[src/rtl/dp_imm_pkg.sv]
package dp_imm_pkg;

   localparam logic [3:0] OPC_AND = 4'h0;
   localparam logic [3:0] OPC_BIC = 4'h1;
   localparam logic [3:0] OPC_ORR = 4'h2;
   localparam logic [3:0] OPC_ORN = 4'h3;
   localparam logic [3:0] OPC_EOR = 4'h4;
   localparam logic [3:0] OPC_ADD = 4'h8;
   localparam logic [3:0] OPC_ADC = 4'hA;
   localparam logic [3:0] OPC_SBC = 4'hB;
   localparam logic [3:0] OPC_SUB = 4'hD;
   localparam logic [3:0] OPC_RSB = 4'hE;

   localparam int FL_N = 3;
   localparam int FL_Z = 2;
   localparam int FL_C = 1;
   localparam int FL_V = 0;

   typedef enum logic [2:0] {
      LOG_AND, LOG_BIC, LOG_ORR, LOG_ORN, LOG_EOR, LOG_MOV, LOG_MVN
   } dp_logic_e;

   typedef enum logic [2:0] {
      AR_ADD, AR_ADC, AR_SUB, AR_SBC, AR_RSB
   } dp_arith_e;

   typedef struct packed {
      logic      is_arith;
      dp_logic_e lop;
      dp_arith_e aop;
      logic      wr;
      logic      fl;
      logic      undef;
   } dp_ctrl_t;

endpackage

[src/rtl/dp_imm_decode.sv]
module dp_imm_decode
   import dp_imm_pkg::*;
#(
   parameter int IDX_W = 4
) (
   input  logic [3:0]       opc,
   input  logic [IDX_W-1:0] rn_idx,
   input  logic [IDX_W-1:0] rd_idx,
   input  logic             set_flags,
   output dp_ctrl_t         ctrl
);

   localparam logic [IDX_W-1:0] TOP_IDX = {IDX_W{1'b1}};

   logic rd_top;
   logic rn_top;
   logic test_form;

   assign rd_top    = (rd_idx == TOP_IDX);
   assign rn_top    = (rn_idx == TOP_IDX);
   assign test_form = rd_top & set_flags;

   always_comb begin
      ctrl       = '0;
      ctrl.lop   = LOG_AND;
      ctrl.aop   = AR_ADD;
      ctrl.wr    = 1'b1;
      ctrl.fl    = set_flags;
      case (opc)
         OPC_AND: begin
            ctrl.lop = LOG_AND;
            ctrl.wr  = ~test_form;
         end
         OPC_BIC: ctrl.lop = LOG_BIC;
         OPC_ORR: ctrl.lop = rn_top ? LOG_MOV : LOG_ORR;
         OPC_ORN: ctrl.lop = rn_top ? LOG_MVN : LOG_ORN;
         OPC_EOR: begin
            ctrl.lop = LOG_EOR;
            ctrl.wr  = ~test_form;
         end
         OPC_ADD: begin
            ctrl.is_arith = 1'b1;
            ctrl.aop      = AR_ADD;
            ctrl.wr       = ~test_form;
         end
         OPC_ADC: begin
            ctrl.is_arith = 1'b1;
            ctrl.aop      = AR_ADC;
         end
         OPC_SBC: begin
            ctrl.is_arith = 1'b1;
            ctrl.aop      = AR_SBC;
         end
         OPC_SUB: begin
            ctrl.is_arith = 1'b1;
            ctrl.aop      = AR_SUB;
            ctrl.wr       = ~test_form;
         end
         OPC_RSB: begin
            ctrl.is_arith = 1'b1;
            ctrl.aop      = AR_RSB;
         end
         default: begin
            ctrl.undef = 1'b1;
            ctrl.wr    = 1'b0;
            ctrl.fl    = 1'b0;
         end
      endcase
   end

endmodule

[src/rtl/dp_imm_logic.sv]
module dp_imm_logic
   import dp_imm_pkg::*;
#(
   parameter int DATA_W = 32
) (
   input  logic [DATA_W-1:0] a,
   input  logic [DATA_W-1:0] b,
   input  dp_logic_e         lop,
   output logic [DATA_W-1:0] y
);

   always_comb begin
      case (lop)
         LOG_AND: y = a & b;
         LOG_BIC: y = a & ~b;
         LOG_ORR: y = a | b;
         LOG_ORN: y = a | ~b;
         LOG_EOR: y = a ^ b;
         LOG_MOV: y = b;
         LOG_MVN: y = ~b;
         default: y = a & b;
      endcase
   end

endmodule

[src/rtl/dp_imm_arith.sv]
module dp_imm_arith
   import dp_imm_pkg::*;
#(
   parameter int DATA_W = 32
) (
   input  logic [DATA_W-1:0] a,
   input  logic [DATA_W-1:0] b,
   input  dp_arith_e         aop,
   input  logic              cin,
   output logic [DATA_W-1:0] y,
   output logic              c,
   output logic              v
);

   localparam int MSB = DATA_W - 1;

   logic [DATA_W-1:0] opa;
   logic [DATA_W-1:0] opb;
   logic              ci;
   logic [DATA_W:0]   sum;

   always_comb begin
      opa = a;
      opb = b;
      ci  = 1'b0;
      case (aop)
         AR_ADD: ci = 1'b0;
         AR_ADC: ci = cin;
         AR_SUB: begin
            opb = ~b;
            ci  = 1'b1;
         end
         AR_SBC: begin
            opb = ~b;
            ci  = cin;
         end
         AR_RSB: begin
            opa = ~a;
            ci  = 1'b1;
         end
         default: ci = 1'b0;
      endcase
   end

   assign sum = {1'b0, opa} + {1'b0, opb} + {{DATA_W{1'b0}}, ci};
   assign y   = sum[DATA_W-1:0];
   assign c   = sum[DATA_W];
   assign v   = (opa[MSB] == opb[MSB]) && (y[MSB] != opa[MSB]);

endmodule

[src/rtl/dp_imm_exec.sv]
module dp_imm_exec
   import dp_imm_pkg::*;
#(
   parameter int DATA_W = 32,
   parameter int IDX_W  = 4
) (
   input  logic [3:0]        opc,
   input  logic [IDX_W-1:0]  rn_idx,
   input  logic [IDX_W-1:0]  rd_idx,
   input  logic              set_flags,
   input  logic [DATA_W-1:0] rn_val,
   input  logic [DATA_W-1:0] imm_val,
   input  logic              imm_carry,
   input  logic [3:0]        flags_in,
   output logic [DATA_W-1:0] result,
   output logic              wr_en,
   output logic [IDX_W-1:0]  wr_idx,
   output logic [3:0]        flags_out,
   output logic              flags_we,
   output logic              undef
);

   generate
      if (DATA_W < 2) begin : g_bad_width
         $error("dp_imm_exec: DATA_W must be at least 2");
      end
      if (IDX_W < 1) begin : g_bad_idx
         $error("dp_imm_exec: IDX_W must be at least 1");
      end
   endgenerate

   dp_ctrl_t          ctrl;
   logic [DATA_W-1:0] log_y;
   logic [DATA_W-1:0] ar_y;
   logic              ar_c;
   logic              ar_v;
   logic [3:0]        nzcv_new;

   dp_imm_decode #(.IDX_W(IDX_W)) u_dec (
      .opc       (opc),
      .rn_idx    (rn_idx),
      .rd_idx    (rd_idx),
      .set_flags (set_flags),
      .ctrl      (ctrl)
   );

   dp_imm_logic #(.DATA_W(DATA_W)) u_log (
      .a   (rn_val),
      .b   (imm_val),
      .lop (ctrl.lop),
      .y   (log_y)
   );

   dp_imm_arith #(.DATA_W(DATA_W)) u_ar (
      .a   (rn_val),
      .b   (imm_val),
      .aop (ctrl.aop),
      .cin (flags_in[FL_C]),
      .y   (ar_y),
      .c   (ar_c),
      .v   (ar_v)
   );

   assign result = ctrl.is_arith ? ar_y : log_y;

   always_comb begin
      nzcv_new       = flags_in;
      nzcv_new[FL_N] = result[DATA_W-1];
      nzcv_new[FL_Z] = ~|result;
      nzcv_new[FL_C] = ctrl.is_arith ? ar_c : imm_carry;
      nzcv_new[FL_V] = ctrl.is_arith ? ar_v : flags_in[FL_V];
   end

   assign wr_en     = ctrl.wr;
   assign wr_idx    = rd_idx;
   assign flags_we  = ctrl.fl;
   assign flags_out = ctrl.fl ? nzcv_new : flags_in;
   assign undef     = ctrl.undef;

endmodule

[config.mk]
export PLATFORM = sky130hd
export DESIGN_NAME = dp_imm_exec
export DESIGN_NICKNAME = d
export VERILOG_FILES = /design/src/rtl/dp_imm_pkg.sv /design/src/rtl/dp_imm_decode.sv /design/src/rtl/dp_imm_logic.sv /design/src/rtl/dp_imm_arith.sv /design/src/rtl/dp_imm_exec.sv
export SDC_FILE = /design/constraint.sdc
export NUM_CORES = 1
export LEC_CHECK = 0
export BUFFER_PORTS_ARGS = -buffer_cell sky130_fd_sc_hd__buf_2
export CAP_MARGIN = 0
export CORE_MARGIN = 2
export CORE_UTILIZATION = 32
export DETAILED_ROUTE_END_ITERATION = 16
export PLACE_DENSITY = 0.63
export SLEW_MARGIN = 20
export SYNTH_ARGS = -nofsm -noshare
export SYNTH_HDL_FRONTEND = slang
export SYNTH_SLANG_ARGS = --single-unit
[constraint.sdc]
create_clock -name vclk -period 5.9
set_input_delay 0.885 -clock vclk [all_inputs]
set_output_delay 0.885 -clock vclk [all_outputs]
set_load 0.02 [all_outputs]
==> insert_results.sql, run 1 <==
INSERT INTO impl_metrics (metric_group, metric, value, unit) VALUES
('global_route', 'groute.layer.met2.usage', '41.08', '%'),
('logic_synthesis', 'postSynthCellCount', '802', ''),
('power_and_ir_drop', 'report.power.total', '0.9405', 'mW'),
('detailed_routing', 'detail_route.vias_per_cell', '6.110', ''),
('cells_and_area', 'cell_area_after_layout', '0.006565', 'sq mm'),
('worst_setup_path', 'worst_ep_arrival_time', '4.82', 'ns'),
('global_route', 'gr-total-overflow', '0', ''),
('detailed_routing', 'routedWlPerCell', '20.14', 'um'),
('global_route', 'grt_pass1_wl', '34940', 'um'),
('cells_and_area', 'insertedDiodeCount', '0', ''),
('logic_synthesis', 'synth_top_family_by_area', 'compound AO/OA/AOI/OAI gates', ''),
('place', 'dp.final_hpwl', '17960', 'um'),
('detailed_routing', 'remaining_drc_errors', '0', ''),
('floorplanning', 'core_region_area', '0.01641', 'sq mm'),
('cells_and_area', 'final-seq-area', '0', 'sq um'),
('detailed_routing', 'drt_iter0_markers', '763', ''),
('cells_and_area', 'synthToLayoutAreaGrowth', '23.28', '%'),
('worst_setup_path', 'timing.critical_path.to_type', 'output port', ''),
('logic_synthesis', 'synth_sequential_area_ratio', '0', '%'),
('sta', 'finalSetupViolCount', '0', ''),
('logic_synthesis', 'synth_fa_ha_area_share', '8.036', '%'),
('sta', 'hold_viol_final', '0', ''),
('global_route', 'grt.total_usage', '24.36', '%'),
('sta', 'relSlewSlack', '37.78', '%'),
('sta', 'timing.final.crit_period', '5.705', 'ns'),
('global_route', 'initial_antenna_violation_count', '0', ''),
('cells_and_area', 'leading_cell_type_in_the_layout_fill_and_taps_excluded', 'sky130_fd_sc_hd__buf_2', ''),
('logic_synthesis', 'synthesized_cell_area', '0.005325', 'sq mm'),
('detailed_routing', 'route.vias.total', '7002', ''),
('logic_synthesis', 'synth.mux.area_fraction', '1.903', '%'),
('sta', 'timing_max_transition_violations_final', '0', ''),
('global_route', 'met1_grt_util', '34.20', '%'),
('detailed_routing', 'dr.pass1.iters', '7', ''),
('floorplanning', 'dieArea', '0.01769', 'sq mm'),
('logic_synthesis', 'synth_compound_area_share', '42.86', '%'),
('detailed_routing', 'drt_wl_total', '23080', 'um'),
('floorplanning', 'die_w', '133', 'um'),
('floorplanning', 'die_height', '133', 'um'),
('detailed_routing', 'antenna_left', '0', ''),
('logic_synthesis', 'post_synth_xor_area_fraction', '15.95', '%'),
('worst_setup_path', 'path_max_fanout', '7', ''),
('sta', 'post-route-period-util', '96.69', '%'),
('place', 'io_buf_count', '125', ''),
('floorplanning', 'ios', '125', ''),
('run', 'cap_violations', '0', ''),
('cells_and_area', 'clock_buffer_count', '0', ''),
('power_and_ir_drop', 'p_leak', '2.795', 'nW'),
('cells_and_area', 'fillCellCount', '1748', ''),
('worst_setup_path', 'timing.setup.critical_path_class', 'primary input to output port', ''),
('cells_and_area', 'n_sequential_cell', '0', ''),
('global_route', 'grt.busiest_layer', 'met2', ''),
('floorplanning', 'start_util', '32.46', '%'),
('worst_setup_path', 'critPathRequiredTime', '5.02', 'ns'),
('logic_synthesis', 'synth.avg_cell_area', '6.640', 'sq um'),
('sta', 'timing.setup.tns', '0', 'ns'),
('cells_and_area', 'post_route_cells_drive_above_1_share', '26.03', '%'),
('power_and_ir_drop', 'power.density', '143.3', 'mW/mm^2'),
('logic_synthesis', 'synth-warning-count', '0', ''),
('power_and_ir_drop', 'ir_worst_vdd', '0.07038', 'mV'),
('sta', 'rsz0062_at_grt', 'false', ''),
('place', 'place.gp.congestion', '0.9947', ''),
('global_route', 'largest_net_degree_at_the_start_of_global_routing', '42', ''),
('logic_synthesis', 'synth_cell_type_count', '84', ''),
('logic_synthesis', 'syn_nets', '917', ''),
('global_route', 'first_global_vias', '6223', ''),
('clocking', 'cts.hold.buffers_added', '0', ''),
('cells_and_area', 'layout.nets', '1043', ''),
('global_route', 'use_met3', '1.418', '%'),
('cells_and_area', 'leading_cell_types_in_the_layout_fill_and_taps_excluded', 'sky130_fd_sc_hd__buf_2 (125), sky130_fd_sc_hd__a21oi_1 (71), sky130_fd_sc_hd__nor2_1 (63)', ''),
('sta', 'max_slew.worst_pin.slew', '0.9299', 'ns'),
('logic_synthesis', 'post_synth_and_or_nand_nor_area_fraction', '23.24', '%'),
('worst_hold_path', 'hold_path_class', 'primary input to output port', ''),
('place', 'detailed_place.area', '0.006412', 'sq mm'),
('outcome', 'run_status', 'complete, no violations', ''),
('floorplanning', 'std_cell_rows', '47', ''),
('worst_setup_path', 'startpoint_type', 'primary input', ''),
('sta', 'fmaxAchievable', '175.3', 'MHz');
worst max-delay path, stage by stage:
cell and delay, ns:
sky130_fd_sc_hd__buf_2 0.16, sky130_fd_sc_hd__nor2b_2 0.23, sky130_fd_sc_hd__nand3_2 0.12, sky130_fd_sc_hd__xnor2_1 0.17
sky130_fd_sc_hd__fa_2 0.41, sky130_fd_sc_hd__fa_2 0.44, sky130_fd_sc_hd__a211oi_2 0.23, sky130_fd_sc_hd__o21ai_2 0.14
sky130_fd_sc_hd__a21oi_2 0.23, sky130_fd_sc_hd__o31ai_2 0.12, sky130_fd_sc_hd__xnor2_1 0.24, sky130_fd_sc_hd__o22ai_2 0.12
sky130_fd_sc_hd__or4_4 0.54, sky130_fd_sc_hd__nor4_4 0.28, sky130_fd_sc_hd__buf_4 0.16, sky130_fd_sc_hd__nand4_1 0.11
sky130_fd_sc_hd__nand2_2 0.07, sky130_fd_sc_hd__buf_2 0.15
worst paths after layout:
check,end,from,cells after the start
worst max-delay path,flags_out[2],opc[1],18
worst min-delay path,wr_idx[3],rd_idx[3],2
metrics by stage:
step	hold WS [ns]	util, %	cells	worst slack, ns
finish	2.000	40.01	1146	0.1952
global route	2.009	40.01	1146	0.009488
CTS	2.001	39.16	1139	0.01272
detailed placement	2.001	39.08	1139	0.003217
global placement	2.000	39.08	1139	0.09937
floorplan	1.883	-	802	0.00005151
cells by family after synthesis:
kind of cell               count (synthesis)
xor gates and xnor gates                  97
AOI/OAI and AO/OA                        331
and+or+nand+nor                          242
adders and majority gates                 33
buffers and inverters                     89
muxes                                     10
per-layer routing:
layer	part of all wire [%]	up-vias
met4	2.2	0
met1	43	3271
met5	0	-
li1	-	3301
met2	47	386
met3	8.5	44
where the power goes:
group	leakage [nW]	total, mW	switching [mW]	internal (mW)
combinational	2.79	0.941	0.575	0.365
clock	0	0	0	0
sequential	0	0	0	0
total	2.79	0.941	0.575	0.365
area by class of cell:
class,instances,area [sq um],area share (%)
inverter,21,78.83,1.201
multi-input combinational,713,5051,76.94
tap,220,275.3,4.193
timing repair buffer,192,1160,17.67
cells in the mapped netlist (all sizes together) (10+ instances only):
master  instances  area [sq um]
a21oi          74         370.4
nand2          65         260.3
nor2           63         236.5
o21ai          63         322.8
xnor2          53         464.2
buf            51         282.8
xor2           44         385.4
ha             31         387.9
a211oi         28         225.2
o211ai         23         177.7
inv            21         78.83
nor3           19         100.1
nand3          18         90.09
clkbuf         17         65.06
a21o           15         112.6
a31oi          15         93.84
o22ai          12         75.07
a311oi         10         87.58
nand4          10         62.56
o31ai          10         75.07
repair_timing:
item	4_1_cts	5_1_grt
setup endpoints to repair	1	3
pin swaps	0	9
resized for setup	2	18
buffers inserted	0	7
No activity file was read; power rests on OpenSTA's default activity.
==> inputs of run 2 (changes only) <==
- PLACE_DENSITY: 0.63 -> 0.57
- clock period: 5.9 -> 7.2 ns (I/O delays scaled with it)
==> run 2 against run 1 <==
Final cell count down 3.7%. Combinational power down 25%. Count of clock-buffer cells in the layout unchanged. Global-route usage down 0.37 points. Via count down 3.9%. Sequential share of layout area unchanged. First-iteration DRC count down 3.9%. Core utilization down 2.8 points. Routed wire length down 1.5%. Highest routed layer unchanged.
==> insert_results.sql, run 2 (synthesized netlist as in run 1, its figures left out) <==
INSERT INTO impl_metrics (metric_group, metric, value, unit) VALUES
('sta', 'post-route-period-util', '94.45', '%'),
('worst_hold_path', 'timing.hold.worst.start', 'rd_idx[1]', ''),
('floorplanning', 'die_w', '133', 'um'),
('worst_hold_path', 'hold_path_class', 'primary input to output port', ''),
('global_route', 'first_global_vias', '5990', ''),
('detailed_routing', 'route.vias.total', '6726', ''),
('place', 'dp.final_hpwl', '17690', 'um'),
('global_route', 'use_met3', '0.8812', '%'),
('cells_and_area', 'synthToLayoutAreaGrowth', '14.71', '%'),
('global_route', 'initial_antenna_violation_count', '0', ''),
('worst_setup_path', 'crit_chain', 'buf_2 -> nor2b_1 -> nand2_1 -> a21oi_1 -> fa_1 -> fa_1 -> a211oi_1 -> o21ai_1 -> a21oi_1 -> xor2_1 -> a21oi_1 -> nor4_1 -> o2111ai_1 -> nor4_2 -> nand4_1 -> nand2_1 -> buf_2', ''),
('cells_and_area', 'leading_cell_type_in_the_layout_fill_and_taps_excluded', 'sky130_fd_sc_hd__buf_2', ''),
('sta', 'timing.final.crit_period', '6.801', 'ns'),
('floorplanning', 'start_util', '32.46', '%'),
('worst_setup_path', 'worst_ep_arrival_time', '5.72', 'ns'),
('place', 'dpl.cell_count', '1104', ''),
('clocking', 'cts.hold.buffers_added', '0', ''),
('cells_and_area', 'n_sequential_cell', '0', ''),
('detailed_routing', 'routedWlPerCell', '20.60', 'um'),
('global_route', 'grt_pass1_wl', '34240', 'um'),
('worst_setup_path', 'critPathRequiredTime', '6.12', 'ns'),
('global_route', 'gr-total-overflow', '0', ''),
('cells_and_area', 'clock_buffer_count', '0', ''),
('cells_and_area', 'insertedDiodeCount', '0', ''),
('sta', 'timing.setup.tns', '0', 'ns'),
('worst_setup_path', 'crit_path_frequent_cell', 'sky130_fd_sc_hd__a21oi_1', ''),
('detailed_routing', 'dr.pass1.iters', '5', ''),
('floorplanning', 'die_height', '133', 'um'),
('outcome', 'run_status', 'complete, no violations', ''),
('sta', 'timing_max_transition_violations_final', '0', ''),
('cells_and_area', 'final-seq-area', '0', 'sq um'),
('detailed_routing', 'detail_route.vias_per_cell', '6.092', ''),
('sta', 'relSlewSlack', '32.52', '%'),
('global_route', 'grt.total_usage', '23.99', '%'),
('detailed_routing', 'antenna_left', '0', ''),
('floorplanning', 'ios', '125', ''),
('global_route', 'groute.layer.met2.usage', '39.52', '%'),
('power_and_ir_drop', 'p_leak', '2.542', 'nW'),
('cells_and_area', 'layoutNonFillerInstCount', '1104', ''),
('cells_and_area', 'layout.nets', '1001', ''),
('detailed_routing', 'drt_iter0_markers', '733', ''),
('worst_setup_path', 'max_stage_delay', '0.53', 'ns'),
('detailed_routing', 'drt_wl_total', '22740', 'um'),
('global_route', 'grt.busiest_layer', 'met2', ''),
('detailed_routing', 'remaining_drc_errors', '0', ''),
('sta', 'timing.hold.ws', '2.389', 'ns'),
('global_route', 'met1_grt_util', '34.29', '%'),
('worst_setup_path', 'startpoint_type', 'primary input', ''),
('run', 'cap_violations', '0', ''),
('floorplanning', 'std_cell_rows', '47', ''),
('worst_setup_path', 'timing.critical_path.to_type', 'output port', ''),
('place', 'place.gp.congestion', '0.9642', ''),
('worst_setup_path', 'timing.setup.critical_path_class', 'primary input to output port', ''),
('sta', 'max_slew.worst_pin.slew', '0.9978', 'ns'),
('worst_setup_path', 'path_max_fanout', '18', ''),
('power_and_ir_drop', 'power.density', '115.5', 'mW/mm^2'),
('global_route', 'largest_net_degree_at_the_start_of_global_routing', '45', ''),
('place', 'io_buf_count', '125', ''),
('worst_setup_path', 'timing.critical_path.slowest_stage_cell', 'sky130_fd_sc_hd__fa_1', ''),
('cells_and_area', 'multi_input_gate_area_in_the_final_layout', '0.004941', 'sq mm'),
('floorplanning', 'core_region_area', '0.01641', 'sq mm'),
('cells_and_area', 'fillCellCount', '1787', ''),
('floorplanning', 'dieArea', '0.01769', 'sq mm'),
('cells_and_area', 'leading_cell_types_in_the_layout_fill_and_taps_excluded', 'sky130_fd_sc_hd__buf_2 (125), sky130_fd_sc_hd__a21oi_1 (74), sky130_fd_sc_hd__nand2_1 (64)', ''),
('worst_setup_path', 'timing.critical_path.from', 'opc[2]', ''),
('sta', 'finalSetupViolCount', '0', ''),
('sta', 'rsz0062_at_grt', 'false', ''),
('sta', 'fmaxAchievable', '147.0', 'MHz'),
('cells_and_area', 'post_route_cells_drive_above_1_share', '20.25', '%'),
('sta', 'hold_viol_final', '0', ''),
('power_and_ir_drop', 'ir_worst_vdd', '0.04922', 'mV');
-- run 2: stage by stage --
step,instance area [sq um],util [%],setup WS (ns),power [mW]
6_report,6108,37.23,0.3993,0.7054
5_1_grt,6108,37.23,0.1255,0.7615
4_1_cts,6102,37.19,0.3074,0.6934
3_5_place_dp,6102,37.19,0.3473,0.6903
3_3_place_gp,6102,37.19,0.3322,0.6913
2_1_floorplan,5325,-,0.2361,0.4846
-- run 2: final timing paths --
path | endpoint | cells after the start
max | flags_out[2] | 17
min | wr_idx[1] | 2
-- run 2: area by class of cell --
class,instances,share of cell area (%)
repair buffers,150,13.31
well taps,220,4.506
inverters,21,1.290
multi-input cells,713,80.89
-- run 2: what timing repair did --
item	in CTS	in global routing
gates resized for setup	0	1
setup buffers	0	0
endpoints found under the setup margin	0	1
-- run 2: where the power goes --
group          switching (mW)  leakage (nW)  total (mW)  internal (mW)
Combinational           0.447          2.54       0.705          0.258
Clock                       0             0           0              0
Sequential                  0             0           0              0
Total                   0.447          2.54       0.705          0.258
-- run 2: per-layer routing --
| metal | part of all wire [%] | wire length [um] |
|---|---|---|
| met5 | 0 | 0 |
| met4 | 2.8 | 630 |
| met3 | 7.2 | 1627 |
| met2 | 46 | 10350 |
| met1 | 45 | 10130 |
-- run 2: worst max-delay path: cells and delay by family --
family | cells | cell delay (ns)
simple gates | 6 | 1.51
compound gates | 6 | 1.37
fa+ha+maj | 2 | 1.05
buf+inv | 2 | 0.48
xor+xnor | 1 | 0.21
